===== config.mk =====
export PLATFORM = sky130hd
export DESIGN_NAME = cfg_access_port
export DESIGN_NICKNAME = d
export VERILOG_FILES = /design/src/rtl/cfg_port_pkg.sv /design/src/rtl/cfg_sel_reg.sv /design/src/rtl/cfg_func_regs.sv /design/src/rtl/cfg_access_port.sv
export SDC_FILE = /design/constraint.sdc
export NUM_CORES = 1
export LEC_CHECK = 0
export ABC_AREA = 1
export BUFFER_PORTS_ARGS = -buffer_cell sky130_fd_sc_hd__buf_2
export CAP_MARGIN = 40
export CORE_UTILIZATION = 50
export DETAILED_ROUTE_END_ITERATION = 16
export PLACE_DENSITY = 0.76
export SYNTH_ARGS = -nofsm -noshare
export SYNTH_HDL_FRONTEND = slang
export SYNTH_HIERARCHICAL = 1
export SYNTH_SLANG_ARGS = --single-unit

===== constraint.sdc =====
create_clock -name clk -period 3.41 [get_ports clk]
set_input_delay 0.341 -clock clk [delete_from_list [all_inputs] [get_ports clk]]
set_output_delay 0.341 -clock clk [all_outputs]
set_load 0.005 [all_outputs]

===== src/rtl/cfg_port_pkg.sv =====
// Shared selector layout and dword indices for the configuration access port.
// Assumes one 32-bit selector; field positions follow the standard decoding.
package cfg_port_pkg;

    localparam int SEL_DW_W = 6;

    typedef struct packed {
        logic                en;
        logic [6:0]          rsvd;
        logic [7:0]          bus;
        logic [4:0]          dev;
        logic [2:0]          fn;
        logic [SEL_DW_W-1:0] dw;
        logic [1:0]          byte_lo;
    } cfg_sel_t;

    localparam logic [SEL_DW_W-1:0] DW_IDENT = 6'd0;
    localparam logic [SEL_DW_W-1:0] DW_CMD   = 6'd1;
    localparam logic [SEL_DW_W-1:0] DW_BASE  = 6'd4;

endpackage


===== src/rtl/cfg_sel_reg.sv =====
// Holds the selector that the address port writes.
// Assumes the write strobe already carries the address decode; resets to zero.
module cfg_sel_reg
    import cfg_port_pkg::*;
(
    input  logic        clk,
    input  logic        rst_n,
    input  logic        wr_en,
    input  logic [31:0] wdata,
    output cfg_sel_t    sel
);

    // Latch the whole selector word on an address-port write.
    always_ff @(posedge clk) begin
        if (!rst_n)     sel <= '0;
        else if (wr_en) sel <= cfg_sel_t'(wdata);
    end


    sel_hold_chk: assert property (@(posedge clk) disable iff (!rst_n)
        !wr_en |=> $stable(sel));


    sel_load_chk: assert property (@(posedge clk) disable iff (!rst_n)
        wr_en |=> (sel == cfg_sel_t'($past(wdata))));

endmodule


===== src/rtl/cfg_func_regs.sv =====
// Configuration table of the single emulated function.
// Assumes wr is asserted only for a present, enabled target; read is combinational.
module cfg_func_regs
    import cfg_port_pkg::*;
#(
    parameter logic [15:0] VENDOR_ID  = 16'h10EC,
    parameter logic [15:0] DEVICE_ID  = 16'h8139,
    parameter logic [15:0] CMD_WMASK  = 16'h0005,
    parameter int          BASE_ALIGN = 8,
    parameter logic [31:0] BASE_INIT  = 32'h0000C000,
    parameter bit          BASE_IS_IO = 1'b1
) (
    input  logic                clk,
    input  logic                rst_n,
    input  logic                wr,
    input  logic [SEL_DW_W-1:0] dw,
    input  logic [31:0]         wdata,
    output logic [31:0]         rdata
);

    localparam logic [31:0] BASE_WMASK = ~((32'h1 << BASE_ALIGN) - 32'h1);
    localparam logic [31:0] BASE_FLAGS = {31'h0, BASE_IS_IO};

    logic [15:0] cmd_q;
    logic [31:0] base_q;
    logic        cmd_we;
    logic        base_we;

    assign cmd_we  = wr && (dw == DW_CMD);
    assign base_we = wr && (dw == DW_BASE);

    // Command register: only the masked bits take writes.
    always_ff @(posedge clk) begin
        if (!rst_n)      cmd_q <= '0;
        else if (cmd_we) cmd_q <= wdata[15:0] & CMD_WMASK;
    end

    // Base address register: only the aligned upper bits take writes.
    always_ff @(posedge clk) begin
        if (!rst_n)       base_q <= BASE_INIT & BASE_WMASK;
        else if (base_we) base_q <= wdata & BASE_WMASK;
    end

    // Read multiplexer over the dword index.
    always_comb begin
        case (dw)
            DW_IDENT: rdata = {DEVICE_ID, VENDOR_ID};
            DW_CMD:   rdata = {16'h0, cmd_q};
            DW_BASE:  rdata = base_q | BASE_FLAGS;
            default:  rdata = '0;
        endcase
    end


    cmd_stable_chk: assert property (@(posedge clk) disable iff (!rst_n)
        !cmd_we |=> $stable(cmd_q));


    base_stable_chk: assert property (@(posedge clk) disable iff (!rst_n)
        !base_we |=> $stable(base_q));


    cmd_mask_chk: assert property (@(posedge clk) disable iff (!rst_n)
        cmd_we |=> (cmd_q == ($past(wdata[15:0]) & CMD_WMASK)));

endmodule


===== src/rtl/cfg_access_port.sv =====
// Two-port indirect configuration access: an address port latches a selector,
// and a data port reads or writes the selected dword of one emulated function.
// Assumes at most one of io_rd and io_wr per cycle, with dword-wide accesses.
module cfg_access_port
    import cfg_port_pkg::*;
#(
    parameter int          IO_AW     = 16,
    parameter logic [15:0] ADDR_PORT = 16'h0CF8,
    parameter logic [15:0] DATA_PORT = 16'h0CFC,
    parameter logic [7:0]  FN_BUS    = 8'd0,
    parameter logic [4:0]  FN_DEV    = 5'd3,
    parameter logic [2:0]  FN_FUNC   = 3'd0,
    parameter logic [15:0] VENDOR_ID = 16'h10EC,
    parameter logic [15:0] DEVICE_ID = 16'h8139
) (
    input  logic             clk,
    input  logic             rst_n,
    input  logic [IO_AW-1:0] io_addr,
    input  logic             io_wr,
    input  logic             io_rd,
    input  logic [31:0]      io_wdata,
    output logic [31:0]      io_rdata
);

    localparam logic [31:0] ABSENT = '1;

    cfg_sel_t    sel;
    logic        at_addr;
    logic        at_data;
    logic        present;
    logic [31:0] fn_rdata;

    assign at_addr = (io_addr == ADDR_PORT[IO_AW-1:0]);
    assign at_data = (io_addr == DATA_PORT[IO_AW-1:0]);

    // Target match: the enable bit set and the position equal to the function's.
    assign present = sel.en && (sel.bus == FN_BUS) && (sel.dev == FN_DEV)
                     && (sel.fn == FN_FUNC);

    cfg_sel_reg u_sel (
        .clk   (clk),
        .rst_n (rst_n),
        .wr_en (io_wr && at_addr),
        .wdata (io_wdata),
        .sel   (sel)
    );

    cfg_func_regs #(
        .VENDOR_ID (VENDOR_ID),
        .DEVICE_ID (DEVICE_ID)
    ) u_regs (
        .clk   (clk),
        .rst_n (rst_n),
        .wr    (io_wr && at_data && present),
        .dw    (sel.dw),
        .wdata (io_wdata),
        .rdata (fn_rdata)
    );

    // Register the read result of the port that was strobed.
    always_ff @(posedge clk) begin
        if (!rst_n) begin
            io_rdata <= '0;
        end else if (io_rd) begin
            if (at_addr)                 io_rdata <= sel;
            else if (at_data && present) io_rdata <= fn_rdata;
            else                         io_rdata <= ABSENT;
        end
    end


    rdata_hold_chk: assert property (@(posedge clk) disable iff (!rst_n)
        !io_rd |=> $stable(io_rdata));


    absent_ones_chk: assert property (@(posedge clk) disable iff (!rst_n)
        (io_rd && at_data && !present) |=> (io_rdata == ABSENT));


    sel_readback_chk: assert property (@(posedge clk) disable iff (!rst_n)
        (io_rd && at_addr) |=> (io_rdata == $past(sel)));

endmodule


== After elaboration in Yosys (flattened, before gate mapping) ==
Cells that the tools add are included.
Widths: inputs -> output; s select.
Word-level totals
  bits in registers: 90
  output and inout port bits: 32
  logic and storage cells: 30
Cells by class
  equality and inequality tests: 5
  multiplexer cells: 3
  reduce and logical (&&, ||, !) cells: 12
Operator list (count)
  $pmux 32 s3: 1
  $mux 32: 2
  $eq 16x12->1 const B: 2
  $logic_and 1x1->1: 9
  $logic_not 8->1: 1
  $eq 6x1->1 const B: 1
  $eq 6x3->1 const B: 1
  $logic_not 6->1: 1
  $eq 5x2->1 const B: 1
  $logic_not 3->1: 1

== Logic depth before layout (Yosys ltp) ==
Gate-level depths: netlist (run 1).
  depth after elaboration: 7
  depth in mapped cells: 14

== Modules after synthesis ==
Netlist (run 1), hierarchy kept.
By module, submodules not included
  cfg_access_port: instances 1, cells an instance 317, area each 1908.1 sq um
  cfg_func_regs: instances 1, cells an instance 242, area each 1460.2 sq um
  cfg_sel_reg: instances 1, cells an instance 202, area each 1335.0 sq um

== Worst setup path before layout (run 1) ==
No wires, ideal clock.
  path type: input -> register
  start: input port io_addr[1]
  end: register, netlist name u_sel/sel[5]
  arrival: 1.614 ns
  data required time: 3.297 ns
  slack: 1.683 ns
  stages: 13
  cell sequence: nor2_1 -> nand3b_1 -> nor2_2 -> and2_1 -> buf_4 -> buf_6 -> inv_2 -> nor2_1 -> buf_6 -> buf_6 -> nand2_1 -> nand2_1 -> nor2_1
Between the ends
  word-level cells in the longest chain between the ends: 2
Ends and longest elaborated chain
  start: declaration: RTL line cfg_access_port.sv:18  | input logic [IO_AW-1:0] io_addr,
  $eq 16x12->1: RTL line cfg_access_port.sv:33  | assign at_addr = (io_addr == ADDR_PORT[IO_AW-1:0]);
  $logic_and 1x1->1: RTL line cfg_access_port.sv:43  | .wr_en (io_wr && at_addr),
Every way passes these cells.
A chain may end at the register's enable or synchronous reset.

== Worst setup path in the final report (run 1) ==
  start: register, netlist name u_sel/sel[9]
  end: register u_regs.base_q[13]
Between the ends
  word-level cells in the longest chain between the ends: 4
Ends and longest elaborated chain
  $logic_not 3->1: RTL line cfg_access_port.sv:38  | && (sel.fn == FN_FUNC);
  $logic_and 1x1->1: RTL line cfg_access_port.sv:38
  $logic_and 1x1->1: RTL line cfg_access_port.sv:54  | .wr (io_wr && at_data && present),
  $logic_and 1x1->1: RTL line cfg_func_regs.sv:30  | assign base_we = wr && (dw == DW_BASE);
  end signal: assignment: RTL line cfg_func_regs.sv:40  | if (!rst_n) base_q <= BASE_INIT & BASE_WMASK;
  end signal: assignment: RTL line cfg_func_regs.sv:41  | else if (base_we) base_q <= wdata & BASE_WMASK;
  end: declaration: RTL line cfg_func_regs.sv:25  | logic [31:0] base_q;
Every way passes these cells.

==> results of run 1 <==
metrics by stage:
step                      cells  worst slack [ns]
final                       932              1.47
after global routing        932              1.32
after global placement      915              1.34
after detailed placement    916              1.28
after floorplan             762              1.68
after CTS                   932              1.45
power by group through the flow:
| stage | clock [mW] | sequential, mW | combinational (mW) |
|---|---|---|---|
| final | 0.884 | 1.09 | 0.149 |
| after global routing | 0.937 | 1.09 | 0.171 |
| after CTS | 0.894 | 1.09 | 0.150 |
| after detailed placement | 0 | 1.11 | 0.149 |
| after global placement | 0 | 1.11 | 0.147 |
| after floorplan | 0 | 1.12 | 0.0745 |
worst min-delay path, stage by stage:
cell	delay, ns
buf_2	0.11
nand2_1	0.05
nand3_1	0.06
cell type report:
type	count	area, µm²	share of cell area
inverters	117	439	0.0830
flip-flops and latches	90	1800	0.341
repair buffers	93	510	0.0965
multi-input cells	505	2160	0.408
clock inverters	4	98.8	0.0187
clock buffers	12	145	0.0274
well taps	111	139	0.0263
cell families after synthesis:
group	Yosys count	share of synthesized area
buffers and inverters	167	0.163
AND/OR/NAND/NOR	407	0.351
AO/OA/AOI/OAI	96	0.102
flip-flops	90	0.383
other	1	0.000797
state kept, by name, indices dropped and copies added (netlist names):
| signal | cells |
|---|---|
| io_rdata | 32 |
| u_sel/sel | 32 |
| u_regs/base_q | 24 |
| u_regs/cmd_q | 2 |
layout by cell type, fill, tap and decap left out, types with 2 or more instances in the layout:
cell type,synthesis,layout
conb_1,1,2
nand3_1,28,28
nor3_1,4,3
nand2_1,220,220
nor2_1,143,141
clkbuf_8,0,10
a21oi_1,64,64
inv_1,114,114
clkbuf_1,10,2
nor2_4,5,6
buf_4,7,8
o21ai_0,32,32
nor2_2,1,2
buf_2,17,83
inv_2,3,3
bufinv_16,0,3
dfxtp_1,90,90
path summary, 6_finish.rpt:
kind | end | slack [ns] | cells past startpoint
min | u_regs/base_q[14] | 0.24 | 3
max | u_regs/base_q[13] | 1.47 | 8
max reg2reg | u_regs/base_q[13] | 1.47 | 8
min reg2reg | u_sel/sel[1] | 0.48 | 2
routing by layer:
layer / global-route usage / vias to the layer above / part of all wire
met1: 0.301 / 1931 / 0.47
li1: - / 2371 / -
met3: 0.0404 / 23 / 0.052
met5: 0 / - / 0
met4: 0.113 / 0 / 0.031
met2: 0.385 / 133 / 0.45
==> reports/metrics.cfg, run 1 <==
[placed_design]
placed_area_mm2 = 0.00505
globalplace.congestion = 0.847
numPortBuffers = 83
hpwlAfterDp_um = 7250

[critical_path]
startpoint_type = register
critPathSlowestCell = dfxtp_1
critPathCaptureType = register
crit_family = simple AND/OR/NAND/NOR gates
arrival_ns = 2.23
critical_path_class = reg2reg
crit_path_start = u_sel/sel[9]
crit_required_ns = 3.70
rr_startpoint = u_sel/sel[9]
cp_cell_sequence = nor3_1 -> nand3_1 -> nor3_2 -> buf_4 -> inv_2 -> nor2_8 -> nor2_1 -> nor2_1
crit_top_cell = nor2_1
cpPeakStageDelay_ns = 0.34
path_max_fanout = 24
path_buf_inv = 2

[pwr]
p_sw_frac = 0.221
pwr-share-comb = 0.070
seqPwrFrac = 0.513
p_int_mw = 1.65
power_mw = 2.12
peakVddDrop_mv = 0.201
p_sw_mw = 0.469
power.share.clock = 0.417
p_leak_nw = 2.56
powerDensity_mw_per_mm2 = 401

[final_layout]
fillers = 889
final_core_util = 0.575
n_antenna_cell = 0
fin_area_mm2 = 0.00529
area_growth_pct = 12.5
nNetsFinal = 868
drive_above_1_share = 0.149

[timing]
worstMarginPinSlew_ns = 0.885
final_hold_viol_count = 0
slew_headroom = 0.410
rsz0062_at_grt = no
hold-worst-slack_ns = 0.238
maxSlewViolCount = 0
setup_violations = 0
fin_crit_ns = 1.94
timing.setup.tns_ns = 0
max_freq_mhz = 516
fin_crit_sh = 0.568
fin_worst_skew_ns = 0.00706

[cts]
cts_root_buf = clkbuf_8
cts_buffers = 9
clkSinkCount = 90
cts_buffer_depth = 2
worstSkewPairLatency_ns = 0.36
postCtsSetupBuffers = 0
ctsHtreeMaxLevel = 3
post_cts_resized = 0
cts_hold_buf = 0
clk_transition_reported_paths_ns = 0.09
cts_tree = done

[logic_synthesis]
ys_types = 23
yosysTopAreaCellShare = 0.383
synthTopCellsByArea = dfxtp_1, nand2_1, nor2_1, inv_1, a21oi_1
async_reset_ff_frac = 0
post-synth-top-area-cell = dfxtp_1
synth_area_mm2 = 0.00470
ys_seq_elements = 90
ys_seq_area_frac = 0.383
synth_ff_type = dfxtp_1
yosysMostFrequentCell = nand2_1
yosys_warnings = 6
synth_common_cells = nand2_1, nor2_1, inv_1
synth-edff-count = 0
syn_area_per_cell_um2 = 6.18
syn_inst = 761

[min_path]
hp-class = in2reg
min_from = io_wdata[14]

[global_routing]
grt_pass1_wl_um = 18400
grt_max_degree = 65
grt_usage = 0.235
grt_pass1_vias = 4162
overflow = 0
antenna_found_initial = 0

[floorplan]
die_height_um = 99.0
rows = 35
top_level_ports = 84
die_area_mm2 = 0.00980
start_util = 0.511
die_x_um = 99.0
fp.coreArea_mm2 = 0.00920

[outcome]
outcome = completed

[routing]
route.vias.total = 4458
drc = 0
first_iter_violations = 199
avgViaCountPerCell = 4.78
wl_um = 10900
dr.pass1.iters = 5
wl_per_cell_um = 11.7
ant_nets = 0

[flow_run]
cap_violations = 0

Note: power is estimated with default switching activity, not from simulation.
==> run 2, diff against run 1 <==
- clock period: 3.41 -> 1.88 ns (I/O delays scaled with it)
==> reports/metrics.cfg, run 2 (synthesis results as in run 1) <==
[floorplan]
fp.coreArea_mm2 = 0.00920  ; unchanged
die_area_mm2 = 0.00980  ; unchanged
top_level_ports = 84  ; unchanged
die_height_um = 99.0  ; unchanged
rows = 35  ; unchanged
die_x_um = 99.0  ; unchanged
start_util = 0.511  ; unchanged

[global_routing]
busiest_layer = met2
grt_pass1_vias = 4096  ; -1.6%
grt_max_degree = 65  ; unchanged
met3_usage = 0.0362  ; -0.00426
grt_pass1_wl_um = 18300  ; -0.67%
grt_usage = 0.233  ; -0.00204
met2_usage = 0.392  ; +0.00646
antenna_found_initial = 0  ; unchanged
overflow = 0  ; unchanged
met1_usage = 0.304  ; +0.00371

[routing]
ant_nets = 0  ; unchanged
wl_per_cell_um = 11.7  ; +0.25%
avgViaCountPerCell = 4.79  ; +0.11%
wl_um = 11000  ; +1.1%
route.vias.total = 4501  ; +0.96%
drc = 0  ; unchanged
dr.pass1.iters = 5  ; unchanged
first_iter_violations = 260  ; +31%

[final_layout]
area_growth_pct = 14.3
n_antenna_cell = 0  ; unchanged
final_cell_mix = nand2_1, nor2_1, inv_1
fin_area_mm2 = 0.00537  ; +1.6%
final_common_cell = nand2_1
largestRegisters = io_rdata (32), u_sel/sel (32), u_regs/base_q (24)
nNetsFinal = 876  ; +0.92%
drive_above_1_share = 0.160  ; +0.0118

[pwr]
peakVddDrop_mv = 0.413  ; +110%
powerDensity_mw_per_mm2 = 694  ; +73%
p_leak_nw = 2.60  ; +1.8%

[critical_path]
arrival_ns = 2.05  ; -0.18 ns
path_max_fanout = 12  ; -50%
crit_required_ns = 2.17  ; -1.53 ns
critical_path_class = reg2reg
critPathCaptureType = register
startpoint_type = register

[cts]
cts_tree = done
clk_transition_reported_paths_ns = 0.10  ; about the same
ctsHtreeMaxLevel = 3  ; unchanged
clkSinkCount = 90  ; unchanged
cts_buffers = 9  ; unchanged
cts_buffer_depth = 2  ; unchanged
cts_hold_buf = 0  ; unchanged
cts_root_buf = clkbuf_8
worstSkewPairLatency_ns = 0.36  ; about the same

[timing]
slew_headroom = 0.612  ; +0.202
timing.setup.tns_ns = 0  ; unchanged
setup_violations = 0  ; unchanged
setup_ws_ns = 0.119  ; -1.35 ns
fin_crit_ns = 1.76  ; -0.175 ns
worstMarginPinSlew_ns = 0.582  ; -0.303 ns
fin_crit_sh = 0.937  ; +0.369
final_hold_viol_count = 0  ; unchanged
max_freq_mhz = 568  ; +10%
fin_worst_skew_ns = 0.0116  ; +0.00458 ns
maxSlewViolCount = 0  ; unchanged
rsz0062_at_grt = no

[placed_design]
placed_area_mm2 = 0.00511  ; +1.2%
place_ws_ns = 0.00364  ; -1.27 ns
globalplace.congestion = 0.847  ; -0.11%
numPortBuffers = 83  ; unchanged
hpwlAfterDp_um = 7490  ; +3.3%

[min_path]
hp-class = in2reg

[flow_run]
cap_violations = 0  ; unchanged

[outcome]
outcome = completed

## run 2: cell count changes in the layout (fill, tap and decap cells not counted), moves of 2 or more
cell and change:
inv_6 +3, clkbuf_1 -2, buf_12 +3, buf_4 +5
## run 2: worst max-delay path, cell delays in order (launching register included)
cell and delay, ns:
dfxtp_1 0.33, nor3_1 0.31, nand3_2 0.19, nor3_4 0.28, inv_2 0.13, nor2_8 0.25, nor2_1 0.07, nor2_1 0.13
## run 2: cell type report
class	instances	area, µm²
clock buffers	9	124
clock inverters	7	98.8
fillers	914	3820
inverters	117	439
multi-input cells	506	2180
flip-flops and latches	90	1800
well taps	111	139
repair buffers	100	593
## run 2: timing repair
item	4_1_cts	5_1_grt
setup buffers	0	1
gates cloned	0	1
pin swaps	1	2
endpoints found under the setup margin	1	26
resized for setup	0	2
## run 2: metrics by stage
step / instances / util / hold slack, ns / power, mW
after floorplan: 762 / - / 0.308 / 2.16
after global placement: 922 / 0.556 / 0.444 / 2.29
after detailed placement: 922 / 0.556 / 0.454 / 2.30
after CTS: 938 / 0.580 / 0.0939 / 3.76
after global routing: 940 / 0.584 / 0.102 / 3.89
final: 940 / 0.584 / 0.104 / 3.73
## run 2: path summary, 6_finish.rpt
| path | startpoint | end | slack (ns) | cells after the start |
|---|---|---|---|---|
| setup / recovery | u_sel/sel[9] | u_regs/base_q[26] | 0.12 | 7 |
| hold / removal | io_wdata[15] | u_regs/base_q[15] | 0.10 | 3 |
| setup reg to reg | u_sel/sel[9] | u_regs/base_q[26] | 0.12 | 7 |
| hold reg to reg | u_sel/sel[14] | u_sel/sel[14] | 0.48 | 2 |
## run 2: report_power, final
part	internal, mW	total (mW)	switching [mW]	leakage (nW)
Combinational	0.125	0.279	0.154	1.76
Sequential	1.95	1.97	0.0198	0.735
Clock	0.761	1.48	0.717	0.111
## run 2: layer usage
layer	up-vias	part of all wire
met3	14	0.053
met2	127	0.47
li1	2390	-
met5	-	0
met4	0	0.015
met1	1970	0.47
